[src/rtl/memmap_pkg.sv]
package memmap_pkg;
  localparam int NUM_CS  = 6;
  localparam int CS_DBG  = 0;
  localparam int CS_REG  = 1;
  localparam int CS_RAM  = 2;
  localparam int CS_EE   = 3;
  localparam int CS_FLS  = 4;
  localparam int CS_EXT  = 5;
  localparam int AW      = 16;
  localparam int RELOC_W = 5;
  localparam int PAGE_W  = 3;
  localparam int WIN_W   = 14;
  localparam int PA_W    = PAGE_W + WIN_W;
  localparam int OFS_W   = AW - RELOC_W - 1;
endpackage

[src/rtl/mm_ctrl_regs.sv]
module mm_ctrl_regs
  import memmap_pkg::*;
#(
  parameter logic [OFS_W-1:0] RELOC_OFS = 10'h011,
  parameter logic [OFS_W-1:0] PAGE_OFS  = 10'h030
) (
  input  logic               clk,
  input  logic               rst_n,
  input  logic               bus_valid,
  input  logic               bus_wr,
  input  logic               reg_sel,
  input  logic [OFS_W-1:0]   ofs,
  input  logic [7:0]         wdata,
  output logic [RELOC_W-1:0] reloc,
  output logic [PAGE_W-1:0]  page
);
  logic [1:0]         rst_pipe;
  logic               rst_int_n;
  logic               wr_reloc, wr_page;
  logic [RELOC_W-1:0] reloc_d, reloc_q;
  logic [PAGE_W-1:0]  page_d, page_q;

  // reset: asserted at once, released after two clock edges
  always_ff @(posedge clk or negedge rst_n)
    if (!rst_n) rst_pipe <= '0;
    else        rst_pipe <= {rst_pipe[0], 1'b1};
  assign rst_int_n = rst_pipe[1];

  always_comb begin
    wr_reloc = bus_valid && bus_wr && reg_sel && (ofs == RELOC_OFS);
    wr_page  = bus_valid && bus_wr && reg_sel && (ofs == PAGE_OFS);
    reloc_d  = wr_reloc ? wdata[7:8-RELOC_W] : reloc_q;
    page_d   = wr_page  ? wdata[PAGE_W-1:0]  : page_q;
  end

  always_ff @(posedge clk or negedge rst_int_n)
    if (!rst_int_n) begin
      reloc_q <= '0;
      page_q  <= '0;
    end else begin
      reloc_q <= reloc_d;
      page_q  <= page_d;
    end

  assign reloc = reloc_q;
  assign page  = page_q;

  // without a write the mapping registers hold
  p_reloc_hold_r9: assert property (@(posedge clk) disable iff (!rst_n)
    !wr_reloc |=> $stable(reloc));
  p_page_hold_r9: assert property (@(posedge clk) disable iff (!rst_n)
    !wr_page |=> $stable(page));
endmodule

[src/rtl/mm_region_hits.sv]
module mm_region_hits
  import memmap_pkg::*;
#(
  parameter logic [AW-1:0] RAM_BASE = 16'h2000,
  parameter int            RAM_SIZE = 8192,
  parameter logic [AW-1:0] EE_BASE  = 16'h1000,
  parameter int            EE_SIZE  = 8192,
  parameter logic [7:0]    DBG_PAGE = 8'hFF
) (
  input  logic [AW-1:0]      addr,
  input  logic [RELOC_W-1:0] reloc,
  input  logic               debug_active,
  output logic [NUM_CS-1:0]  hit
);
  localparam logic [AW:0] RAM_END = {1'b0, RAM_BASE} + AW'(RAM_SIZE);
  localparam logic [AW:0] EE_END  = {1'b0, EE_BASE}  + AW'(EE_SIZE);

  always_comb begin
    hit         = '0;
    hit[CS_DBG] = debug_active && (addr[AW-1:AW-8] == DBG_PAGE);
    hit[CS_REG] = (addr[AW-1:AW-RELOC_W] == reloc) && !addr[AW-RELOC_W-1];
    hit[CS_RAM] = (addr >= RAM_BASE) && ({1'b0, addr} < RAM_END);
    hit[CS_EE]  = (addr >= EE_BASE)  && ({1'b0, addr} < EE_END);
    hit[CS_FLS] = (addr[AW-1:WIN_W] != 2'b00);
    hit[CS_EXT] = 1'b1;
  end
endmodule

[src/rtl/mm_select.sv]
module mm_select
  import memmap_pkg::*;
(
  input  logic              clk,
  input  logic              rst_n,
  input  logic              bus_valid,
  input  logic              debug_active,
  input  logic [AW-1:0]     addr,
  input  logic [PAGE_W-1:0] page,
  input  logic [NUM_CS-1:0] hit,
  output logic [NUM_CS-1:0] cs,
  output logic [PA_W-1:0]   paddr
);
  logic [NUM_CS-1:0] win;
  logic              taken;

  // lowest index is highest precedence
  always_comb begin
    win   = '0;
    taken = 1'b0;
    for (int i = 0; i < NUM_CS; i++) begin
      if (hit[i] && !taken) begin
        win[i] = 1'b1;
        taken  = 1'b1;
      end
    end
    cs = bus_valid ? win : '0;
  end

  always_comb begin
    paddr = '0;
    if (cs[CS_FLS]) begin
      if (addr[AW-1:WIN_W] == 2'b10) paddr = {page, addr[WIN_W-1:0]};
      else                           paddr = {2'b11, addr[AW-1], addr[WIN_W-1:0]};
    end
  end

  p_onehot_r2: assert property (@(posedge clk) disable iff (!rst_n)
    bus_valid |-> ($countones(cs) == 1));
  p_idle_r2: assert property (@(posedge clk) disable iff (!rst_n)
    !bus_valid |-> (cs == '0 && paddr == '0));
  p_dbg_wins_r8: assert property (@(posedge clk) disable iff (!rst_n)
    (bus_valid && debug_active && addr[AW-1:AW-8] == 8'hFF) |-> cs[CS_DBG]);
  p_fixed_bank_r6: assert property (@(posedge clk) disable iff (!rst_n)
    (cs[CS_FLS] && addr[AW-1:WIN_W] != 2'b10) |-> (paddr[PA_W-1:PA_W-2] == 2'b11));
  p_paddr_gate_r11: assert property (@(posedge clk) disable iff (!rst_n)
    !cs[CS_FLS] |-> (paddr == '0));
endmodule

[src/rtl/memmap_decoder.sv]
module memmap_decoder
  import memmap_pkg::*;
#(
  parameter logic [AW-1:0] RAM_BASE = 16'h2000,
  parameter int            RAM_SIZE = 8192,
  parameter logic [AW-1:0] EE_BASE  = 16'h1000,
  parameter int            EE_SIZE  = 8192
) (
  input  logic              clk,
  input  logic              rst_n,
  input  logic              bus_valid,
  input  logic              bus_wr,
  input  logic [AW-1:0]     bus_addr,
  input  logic [7:0]        bus_wdata,
  input  logic              debug_active,
  output logic [NUM_CS-1:0] cs_onehot,
  output logic [PA_W-1:0]   flash_paddr
);
  logic [RELOC_W-1:0] reloc;
  logic [PAGE_W-1:0]  page;
  logic [NUM_CS-1:0]  hit;

  mm_ctrl_regs u_regs (
    .clk       (clk),
    .rst_n     (rst_n),
    .bus_valid (bus_valid),
    .bus_wr    (bus_wr),
    .reg_sel   (cs_onehot[CS_REG]),
    .ofs       (bus_addr[OFS_W-1:0]),
    .wdata     (bus_wdata),
    .reloc     (reloc),
    .page      (page)
  );

  mm_region_hits #(
    .RAM_BASE (RAM_BASE),
    .RAM_SIZE (RAM_SIZE),
    .EE_BASE  (EE_BASE),
    .EE_SIZE  (EE_SIZE)
  ) u_hits (
    .addr         (bus_addr),
    .reloc        (reloc),
    .debug_active (debug_active),
    .hit          (hit)
  );

  mm_select u_sel (
    .clk          (clk),
    .rst_n        (rst_n),
    .bus_valid    (bus_valid),
    .debug_active (debug_active),
    .addr         (bus_addr),
    .page         (page),
    .hit          (hit),
    .cs           (cs_onehot),
    .paddr        (flash_paddr)
  );

  // register block shadows storage resources
  p_reg_shadow_r5: assert property (@(posedge clk) disable iff (!rst_n)
    (bus_valid && bus_addr[15:11] == reloc && !bus_addr[10])
      |-> !(cs_onehot[CS_RAM] || cs_onehot[CS_EE] || cs_onehot[CS_FLS]));
endmodule

[config.mk]
export PLATFORM = sky130hd
export DESIGN_NAME = memmap_decoder
export DESIGN_NICKNAME = d
export VERILOG_FILES = /design/src/rtl/memmap_pkg.sv /design/src/rtl/mm_ctrl_regs.sv /design/src/rtl/mm_region_hits.sv /design/src/rtl/mm_select.sv /design/src/rtl/memmap_decoder.sv
export SDC_FILE = /design/constraint.sdc
export NUM_CORES = 1
export LEC_CHECK = 0
export CAP_MARGIN = 20
export CORE_MARGIN = 2
export CORE_UTILIZATION = 33
export DETAILED_ROUTE_END_ITERATION = 8
export GPL_ROUTABILITY_DRIVEN = 0
export GPL_TIMING_DRIVEN = 0
export PLACE_DENSITY = 0.79
export SLEW_MARGIN = 20
export SYNTH_ARGS = -nofsm -noshare
export SYNTH_HDL_FRONTEND = slang
export SYNTH_SLANG_ARGS = --single-unit
export TNS_END_PERCENT = 30
[constraint.sdc]
create_clock -name clk -period 4.05 [get_ports clk]
set_clock_uncertainty 0.05 [all_clocks]
set_input_delay 1.215 -clock clk [delete_from_list [all_inputs] [get_ports clk]]
set_output_delay 1.215 -clock clk [all_outputs]
set_load 0.05 [all_outputs]
==> flow_summary.yaml <==
run_status:
  outcome: "finished, final reports clean"
logic_synthesis:
  ys_seq_area_share_pct: 35.65
  synth_edf_count: 0
  syn-cell-area_sq_um: 701.9
  synth_top_area_share_pct: 35.65
  synthTopCellsByArea: "dfrtp_1 36%, and3_1 13%, mux2_1 13%, xnor2_1 5.0%, nor4_4 3.0%"
  synthFlopType: "dfrtp_1"
  synth_area_per_cell_sq_um: 9.615
  synthDistinctLibCells: 26
  synth_commonest_cells: "15 x and3_1, 10 x dfrtp_1, 8 x mux2_1"
  synth_most_common_cell: "and3_1"
  synth_warnings: 0
  async_reset_ff_share_pct: 100.0
  syn-instance-count: 73
  ys_ff_latch: 10
  synthesis.nets: 102
  synth_area_leader_cell: "dfrtp_1"
layout:
  final_nets: 158
  fill_cells: 154
  layoutNonFillerInstCount: 155
  syn2layout_area_growth_pct: 87.17
  antenna_cells: 0
  fin_area_sq_um: 1314
  drive_above_1_share_pct: 32.81
  final_util_pct: 66.29
timing:
  hold_viol: 0
  setup_violations: 0
  fin_crit_ns: 3.973
  fmax_mhz: 251.7
  final.period_utilization_pct: 98.11
  worst_slack_ns: 0.07672
  slew_viol_final: 0
  rsz0062_at_grt: "false"
  whs_ns: 0.07129
floorplanning:
  chipHeight_microns: 50.12
  die_area_sq_um: 2512
  start_util_pct: 35.42
  coreArea_sq_um: 1982
  dieWidth_microns: 50.12
  ioPinCount: 52
  placementRows: 16
power_and_ir_drop:
  powerDensity_nw_per_um2: 234.2
  leakagePower_uw: 0.0006839
  vdd_drop_max_uv: 173.2
global_route:
  grt.met2_usage_pct: 31.58
  gr-total-overflow: 0
  grt_pass1_wl_microns: 3394
  met3_usage_pct: 3.333
  grt_max_degree: 11
  track_usage_pct: 17.46
  antenna_found_initial: 0
  top_usage_layer: "met2"
  grt_pass1_vias: 732
  grt.met1_usage_pct: 19.77
job:
  drv_cap: 0
clocking:
  cts.sinks: 10
  clk_pin_slew_worst_paths_ns: 0.06
  cts_made_buffers: 3
  clock_path_buffers: 2
  cts_tree: "done"
  htreeDepth: 1
  insertion_delay_ns: 0.26
  root_buffer: "clkbuf_4"
drt:
  drt-total-wl_microns: 2273
  drtAntennaViolNets: 0
  num_vias: 766
  routedWlPerCell_microns: 14.66
  firstDrtPassIters: 4
  drtIter0Drc: 13
  drc: 0
  vias_per_cell: 4.942
critical_path:
  end_kind: "primary output"
  slowest_delay_ns: 0.39
  crit_chain: "dlygate4sd2_1, nand4_1, or3_4, o311a_4, clkbuf_8, and3_1, buf_4"
  crit_type: "in -> out"
  setup.worst_path.start_class: "input port"
  cp_data_arrival_time_ns: 2.71
  path_max_fanout: 10
  cp_slowest_cell: "or3_4"
  worstPathRequired_ns: 2.78
hold_path:
  min_path_type: "reg -> async"
placement:
  pre_cts_slack_ns: -1.013
  portBuffers: 49
  dp_cells: 149
  hpwl_microns: 1633
  postPlaceCellArea_sq_um: 1241
## registers in the layout (all words and copies together) (netlist names)
register	count
u_regs.page	3
u_regs.reloc	5
u_regs.rst_pipe	2
## power by group
part           internal (uW)  total [uW]  switching [uW]
Clock                   54.5        86.9            32.3
Sequential               101         102            1.51
Combinational           52.7         118            65.7
## final cells by class
type | count | area, sq um | share of cell area (%)
repair buffers | 51 | 484.2 | 36.86
well taps | 27 | 33.78 | 2.571
flip-flops and latches | 10 | 250.2 | 19.05
multi-input cells | 56 | 455.4 | 34.67
plain buffers | 6 | 50.05 | 3.810
clock buffers | 4 | 36.28 | 2.762
inverters | 1 | 3.754 | 0.2857
## routing by layer
layer	wire (microns)	vias up	part of all wire, %
met5	0	-	0
met4	16	0	0.70
met3	189	2	8.3
met2	1219	39	54
met1	848	353	37
li1	-	372	-
## through the flow
stage	power [uW]	setup TNS, ns
6_report	307.6	0
2_1_floorplan	163.2	-0.1217
3_3_place_gp	214.5	-21.13
4_1_cts	303.1	0
3_5_place_dp	215.6	-21.58
5_1_grt	321.4	0
## kinds of logic (layout without fill, tap and decap cells)
logic type	count (synthesis)	in the layout	share of synthesized area, %
other	1	1	0.5342
and+or+nand+nor	38	38	35.83
muxes	8	8	12.83
DFF	10	10	35.65
xor gates and xnor gates	5	5	6.239
buffers and inverters	7	62	4.634
AOI/OAI and AO/OA	4	4	4.278
## timing repair
| item | in CTS | in global routing |
|---|---|---|
| hold buffers | 0 | 0 |
| pin swaps | 1 | 1 |
| gates cloned | 0 | 1 |
| buffers inserted | 1 | 0 |
| endpoints found under the setup margin | 23 | 21 |
| resized for setup | 142 | 19 |
## worst paths after layout
check / start / end / slack [ns] / cells after the start
min in group clk: u_regs.rst_pipe[0]$_DFF_PN0_ / u_regs.rst_pipe[1]$_DFF_PN0_ / 0.30 / 0
max: bus_addr[10] / flash_paddr[12] / 0.08 / 7
min: u_regs.rst_pipe[1]$_DFF_PN0_ / u_regs.page[1]$_DFFE_PN0P_ / 0.07 / 0
max reg2reg: u_regs.reloc[0]$_DFFE_PN0P_ / u_regs.page[1]$_DFFE_PN0P_ / 2.10 / 4
max in group asynchronous: rst_n / u_regs.rst_pipe[1]$_DFF_PN0_ / 2.76 / 1
min reg2reg: u_regs.rst_pipe[1]$_DFF_PN0_ / u_regs.page[1]$_DFFE_PN0P_ / 0.07 / 0
## worst max-delay path, delay by kind of cell
kind                   cells  cell delay [ns]
and+or+nand+nor            3             0.70
AOI/OAI and AO/OA          1             0.17
buffers and inverters      3             0.63
## cells in the final DEF, fill, tap and decap left out, types with 2 or more instances in the layout
cell type	instances
nor2b_1	2
nand4_1	3
buf_8	2
nor2_1	5
nand2b_1	2
a21oi_1	2
xnor2_1	4
clkdlybuf4s50_1	19
clkbuf_4	3
and3_1	14
buf_4	7
dfrtp_1	10
clkbuf_2	2
buf_6	10
clkbuf_8	2
dlygate4sd2_1	5
buf_2	8
mux2_1	8
No activity file was read; power rests on OpenSTA's default activity.
